File: config.mk
export PLATFORM = sky130hd
export DESIGN_NAME = serial_shift_port
export DESIGN_NICKNAME = d
export VERILOG_FILES = /design/src/rtl/sio_pkg.sv /design/src/rtl/sio_sync.sv /design/src/rtl/sio_shifter.sv /design/src/rtl/serial_shift_port.sv
export SDC_FILE = /design/constraint.sdc
export NUM_CORES = 1
export LEC_CHECK = 0
export BUFFER_PORTS_ARGS = -buffer_cell sky130_fd_sc_hd__buf_4
export CAP_MARGIN = 20
export CORE_UTILIZATION = 33
export DETAILED_ROUTE_END_ITERATION = 7
export SLEW_MARGIN = 20
export SYNTH_ARGS = -nofsm -noshare
export SYNTH_HDL_FRONTEND = slang
export SYNTH_SLANG_ARGS = --single-unit
File: constraint.sdc
create_clock -name clk -period 1.8 [get_ports clk]
set_clock_uncertainty 0.1 [all_clocks]
set_input_delay 0.36 -clock clk [delete_from_list [all_inputs] [get_ports clk]]
set_output_delay 0.36 -clock clk [all_outputs]
set_load 0.02 [all_outputs]
File: src/rtl/sio_pkg.sv
package sio_pkg;
  parameter int unsigned SIO_BITS = 8;

  // Software-visible control layout, bit 7 down to bit 0.
  typedef struct packed {
    logic       flag;
    logic       irq_en;
    logic       clk_en;
    logic       out_en;
    logic [1:0] clk_sel;
    logic       msb_first;
    logic       start;
  } sio_ctrl_t;
endpackage

File: src/rtl/sio_sync.sv
module sio_sync #(
  parameter int unsigned W = 2,
  parameter logic [W-1:0] RST_VAL = '0
) (
  input  logic         clk,
  input  logic         rst_n,
  input  logic [W-1:0] d,
  output logic [W-1:0] q
);
  logic [W-1:0] stage1;

  always_ff @(posedge clk or negedge rst_n) begin
    if (!rst_n) begin
      stage1 <= RST_VAL;
      q      <= RST_VAL;
    end else begin
      stage1 <= d;
      q      <= stage1;
    end
  end
endmodule

File: src/rtl/sio_shifter.sv
module sio_shifter #(
  parameter int unsigned N = 8,
  localparam int unsigned CW = $clog2(N)
) (
  input  logic         clk,
  input  logic         rst_n,
  input  logic         busy,
  input  logic         restart,
  input  logic         load,
  input  logic [N-1:0] load_val,
  input  logic         rise,
  input  logic         fall,
  input  logic         rx_bit,
  input  logic         msb_first,
  output logic [N-1:0] data,
  output logic         out_bit,
  output logic         done
);
  localparam logic [CW-1:0] LAST = CW'(N - 1);

  logic [CW-1:0] cnt;
  logic          step;

  assign step = busy & rise;
  assign done = step & (cnt == LAST);

  always_ff @(posedge clk or negedge rst_n) begin
    if (!rst_n) begin
      data    <= '0;
      cnt     <= '0;
      out_bit <= 1'b1;
    end else begin
      if (restart)   cnt <= '0;
      else if (done) cnt <= '0;
      else if (step) cnt <= cnt + 1'b1;

      if (load)
        data <= load_val;
      else if (step)
        data <= msb_first ? {data[N-2:0], rx_bit} : {rx_bit, data[N-1:1]};

      if (busy && fall)
        out_bit <= msb_first ? data[N-1] : data[0];
    end
  end
endmodule

File: src/rtl/serial_shift_port.sv
module serial_shift_port
  import sio_pkg::*;
(
  input  logic       clk,
  input  logic       rst_n,
  input  logic       bus_wr,
  input  logic       bus_sel,
  input  logic [7:0] bus_wdata,
  output logic [7:0] bus_rdata,
  input  logic       sck_in,
  input  logic       sin,
  output logic       sout,
  output logic       irq
);
  sio_ctrl_t            ctrl_q;
  logic [1:0]           sync_q;
  logic                 sck_s, sin_s, sck_prev;
  logic                 rise, fall;
  logic                 wr_ctrl, wr_data, restart, done;
  logic                 out_bit;
  logic [SIO_BITS-1:0]  data;

  sio_sync #(.W(2), .RST_VAL(2'b10)) u_sync (
    .clk(clk), .rst_n(rst_n), .d({sck_in, sin}), .q(sync_q)
  );

  assign sck_s = sync_q[1];
  assign sin_s = sync_q[0];

  always_ff @(posedge clk or negedge rst_n) begin
    if (!rst_n) sck_prev <= 1'b1;
    else        sck_prev <= sck_s;
  end

  assign rise    = sck_s & ~sck_prev;
  assign fall    = ~sck_s & sck_prev;
  assign wr_ctrl = bus_wr & ~bus_sel;
  assign wr_data = bus_wr & bus_sel & ~ctrl_q.start;
  assign restart = wr_ctrl & bus_wdata[0] & ~ctrl_q.start;

  sio_shifter #(.N(SIO_BITS)) u_shift (
    .clk(clk), .rst_n(rst_n), .busy(ctrl_q.start), .restart(restart),
    .load(wr_data), .load_val(bus_wdata[SIO_BITS-1:0]), .rise(rise),
    .fall(fall), .rx_bit(sin_s), .msb_first(ctrl_q.msb_first),
    .data(data), .out_bit(out_bit), .done(done)
  );

  always_ff @(posedge clk or negedge rst_n) begin
    if (!rst_n) begin
      ctrl_q <= '0;
    end else begin
      ctrl_q.flag <= done | (ctrl_q.flag & ~(wr_ctrl & ~bus_wdata[7]));
      ctrl_q.start <= wr_ctrl ? bus_wdata[0] : (ctrl_q.start & ~done);
      if (wr_ctrl) begin
        ctrl_q.irq_en    <= bus_wdata[6];
        ctrl_q.clk_en    <= bus_wdata[5];
        ctrl_q.out_en    <= bus_wdata[4];
        ctrl_q.clk_sel   <= bus_wdata[3:2];
        ctrl_q.msb_first <= bus_wdata[1];
      end
    end
  end

  assign bus_rdata = bus_sel ? data : ctrl_q;
  assign sout      = ctrl_q.out_en ? out_bit : 1'b1;
  assign irq       = ctrl_q.flag & ctrl_q.irq_en;
endmodule

==> impl_metrics.prom <==
# TYPE chip_impl_metric gauge
chip_impl_metric{name="routed-via-count",unit=""} 835
chip_impl_info{name="slowest_stage",value="sky130_fd_sc_hd__dfrtp_2"} 1
chip_impl_info{name="status",value="finished clean"} 1
chip_impl_metric{name="post-place-cells",unit=""} 165
chip_impl_metric{name="antenna_cells_inserted",unit=""} 0
chip_impl_metric{name="routability_driven_placement_congestion_ratio",unit=""} 0.822
chip_impl_metric{name="timing_worst_slew_pin_value",unit="ns"} 0.477
chip_impl_info{name="hold_path_class",value="input port to register"} 1
chip_impl_metric{name="cts.htree.levels",unit=""} 1
chip_impl_metric{name="netlist-cell-type-count",unit=""} 23
chip_impl_metric{name="final_cell_count_no_fill",unit=""} 170
chip_impl_metric{name="timing.final.setup_violations",unit=""} 0
chip_impl_info{name="worst_setup_path_end_kind",value="output port"} 1
chip_impl_metric{name="clock_latency_on_the_worst_skew_pair",unit="ns"} 0.26
chip_impl_metric{name="cts-buffers-inserted",unit=""} 3
chip_impl_metric{name="synth-warning-count",unit=""} 0
chip_impl_metric{name="finalCritPeriodShare",unit="%"} 94.1
chip_impl_metric{name="drt_pre_antenna_iters",unit=""} 4
chip_impl_metric{name="worst_ir_drop_vdd",unit="mV"} 0.325
chip_impl_metric{name="detail_route.iter0.violations",unit=""} 34
chip_impl_info{name="worstSetupPathType",value="register to output port"} 1
chip_impl_metric{name="layout-drive-gt1-share",unit="%"} 40.3
chip_impl_metric{name="fin_tns_setup",unit="ns"} 0
chip_impl_metric{name="cts.clk_slew.worst_paths",unit="ns"} 0.08
chip_impl_metric{name="grt_pass1_wl",unit="um"} 4010
chip_impl_metric{name="grt_antenna_before_repair",unit=""} 0
chip_impl_metric{name="report.final.hold_viol_count",unit=""} 0
chip_impl_metric{name="postCtsSetupRepairBufs",unit=""} 0
chip_impl_metric{name="critical_path_required",unit="ns"} 1.34
chip_impl_metric{name="drt-wirelength-per-cell",unit="um"} 14.0
chip_impl_metric{name="global_route.overflow_total",unit=""} 0
chip_impl_metric{name="power_density",unit="nW/um2"} 1060
chip_impl_metric{name="ant_nets",unit=""} 0
chip_impl_metric{name="seq_area_frac_synth",unit="%"} 51.7
chip_impl_info{name="critical-path-top-delay-family",value="flip-flops"} 1
chip_impl_metric{name="maxCapViolCount",unit=""} 0
chip_impl_info{name="rsz_0062_raised_after_global_routing",value="no"} 1
chip_impl_metric{name="syn-instance-count",unit=""} 101
chip_impl_metric{name="power.static_leakage",unit="uW"} 0.000673
chip_impl_metric{name="start_util",unit="%"} 35.4
chip_impl_metric{name="place_hpwl",unit="um"} 1740
chip_impl_metric{name="chipWidth",unit="um"} 62.8
chip_impl_info{name="path_cells",value="mux2_2, buf_4"} 1
chip_impl_metric{name="timing.critical_path.fanout_max",unit=""} 11
chip_impl_metric{name="die_area",unit="um2"} 3940
chip_impl_info{name="cts-root-buf",value="sky130_fd_sc_hd__clkbuf_8"} 1
chip_impl_metric{name="critical_path_data_arrival_time",unit="ns"} 1.23
chip_impl_metric{name="boundaryPins",unit=""} 24
chip_impl_metric{name="clock_path_buffers",unit=""} 2
chip_impl_info{name="cts_tree",value="done"} 1
chip_impl_info{name="most_common_cell_after_layout_fill_and_taps_aside",value="sky130_fd_sc_hd__buf_4"} 1
chip_impl_metric{name="grt.total_usage",unit="%"} 13.3
chip_impl_metric{name="io_buffers",unit=""} 23
chip_impl_metric{name="design.final.nets",unit=""} 141
chip_impl_metric{name="tritoncts_sinks",unit=""} 25
chip_impl_metric{name="first_global_vias",unit=""} 859
chip_impl_metric{name="mappedNetlistArea",unit="um2"} 1220
chip_impl_metric{name="flops_latches_synth",unit=""} 25
chip_impl_metric{name="worst_slew_margin_rel",unit="%"} 68.2
chip_impl_metric{name="drc_errors",unit=""} 0
chip_impl_metric{name="area_growth",unit="%"} 20.7
chip_impl_metric{name="grt_start_max_net_pins",unit=""} 26
chip_impl_info{name="cp-start-kind",value="register"} 1
chip_impl_metric{name="post_drt_via_cell_ratio",unit=""} 4.91
chip_impl_metric{name="placeableCoreArea",unit="um2"} 3440
chip_impl_metric{name="synth.net_count",unit=""} 117
chip_impl_metric{name="worstPathBufferInverterCount",unit=""} 1
chip_impl_metric{name="report.final.slew_viol_count",unit=""} 0
chip_impl_metric{name="max_freq",unit="MHz"} 591
chip_impl_info{name="most-common-layout-cells",value="sky130_fd_sc_hd__buf_4, sky130_fd_sc_hd__dfrtp_1, sky130_fd_sc_hd__mux2_2"} 1
chip_impl_metric{name="synth.avg_cell_area",unit="um2"} 12.1
chip_impl_metric{name="totalWireLength",unit="um"} 2380
chip_impl_metric{name="ff2ff_setup_slack",unit="ns"} 0.20
chip_impl_metric{name="final.min_clock_period",unit="ns"} 1.69
chip_impl_metric{name="num_rows",unit=""} 21
chip_impl_metric{name="chipHeight",unit="um"} 62.8
chip_impl_metric{name="worst_path_largest_cell_delay",unit="ns"} 0.52
## synth_stat cells
| cell | instances | area share [%] |
|---|---|---|
| sky130_fd_sc_hd__dfrtp_1 | 21 | 43 |
| sky130_fd_sc_hd__nand3b_1 | 5 | 3.1 |
| sky130_fd_sc_hd__and2_1 | 1 | 0.51 |
| sky130_fd_sc_hd__or3_1 | 1 | 0.51 |
| sky130_fd_sc_hd__a31o_2 | 1 | 0.72 |
| sky130_fd_sc_hd__dfstp_2 | 4 | 8.6 |
| sky130_fd_sc_hd__mux2_2 | 16 | 15 |
| sky130_fd_sc_hd__a21oi_1 | 3 | 1.2 |
| sky130_fd_sc_hd__a221o_1 | 6 | 4.9 |
| sky130_fd_sc_hd__o21ai_0 | 2 | 0.82 |
| sky130_fd_sc_hd__and3b_1 | 2 | 1.4 |
| sky130_fd_sc_hd__buf_2 | 3 | 1.2 |
| sky130_fd_sc_hd__nand2_1 | 6 | 1.8 |
| sky130_fd_sc_hd__buf_6 | 1 | 0.92 |
| sky130_fd_sc_hd__nor2_4 | 1 | 0.92 |
| sky130_fd_sc_hd__mux2i_1 | 7 | 5.7 |
| sky130_fd_sc_hd__nor3_1 | 3 | 1.2 |
| sky130_fd_sc_hd__nor2_1 | 9 | 2.8 |
| sky130_fd_sc_hd__nand2b_1 | 2 | 1.0 |
| sky130_fd_sc_hd__o22ai_1 | 2 | 1.0 |
| sky130_fd_sc_hd__inv_1 | 1 | 0.31 |
| sky130_fd_sc_hd__buf_4 | 2 | 1.2 |
| sky130_fd_sc_hd__ha_1 | 2 | 2.1 |
## registers in the layout (all words and copies together), names as in the netlist
register / count
u_sync.q: 2
u_shift.cnt: 3
sck_prev: 1
u_sync.stage1: 2
u_shift.out_bit: 1
u_shift.data: 8
ctrl_q: 8
## repair_timing
action / CTS / global route
setup endpoints to repair: 0 / 1
gates resized for setup: 0 / 1
hold buffers: 1 / 0
endpoints found under the hold margin: 21 / 0
## cell type report
cell class | count | area, um2
Inverter | 1 | 3.75
Sequential cell | 25 | 632
Timing Repair Buffer | 25 | 190
Multi-Input combinational cell | 69 | 544
Fill cell | 345 | 1970
Tap cell | 46 | 57.6
Clock buffer | 4 | 45.0
## path summary, 6_finish.rpt
path,endpoint,from,depth (start not counted)
setup / recovery,bus_rdata[1],ctrl_q[1],2
hold / removal,u_sync.stage1[1],sck_in,1
setup reg to reg,u_shift.data[7],ctrl_q[0],3
hold reg to reg,u_sync.q[0],u_sync.stage1[0],0
max in group asynchronous,u_shift.out_bit,rst_n,2
min in group asynchronous,u_shift.data[0],rst_n,2
## through the flow
| stage | power (uW) | util, % | area, um2 | hold slack, ns | setup WS [ns] |
|---|---|---|---|---|---|
| final | 1570 | 42.8 | 1470 | 0.0970 | 0.107 |
| after global routing | 1660 | 42.8 | 1470 | 0.0817 | 0.0590 |
| after CTS | 1580 | 42.7 | 1470 | 0.0932 | 0.0139 |
| after detailed placement | 1260 | 41.1 | 1420 | 0.180 | 0.167 |
| after global placement | 1250 | 41.1 | 1420 | 0.176 | 0.195 |
| after floorplan | 1080 | - | 1220 | -0.0356 | 0.399 |
## per-layer routing
| metal | vias up | share of wire (%) | GRT usage (%) |
|---|---|---|---|
| met1 | 402 | 46 | 16.6 |
| met4 | 0 | 1.2 | 6.10 |
| met2 | 18 | 50 | 22.3 |
| met3 | 2 | 3.1 | 2.37 |
| li1 | 413 | - | - |
| met5 | - | 0 | 0 |
## power breakdown
part / switching [uW] / internal, uW
registers: 109 / 682
clock network: 166 / 158
logic: 205 / 248
total: 480 / 1090
## cells by family (layout without fill, tap and decap cells)
logic type,count (synthesis),after routing,synth area share [%]
compound gates,14,14,8.72
fa+ha+maj,2,2,2.05
flops,25,25,51.7
simple gates,30,30,13.3
buf+inv,7,30,3.69
mux,23,23,20.5
Power figures use the tool's default switching activity.
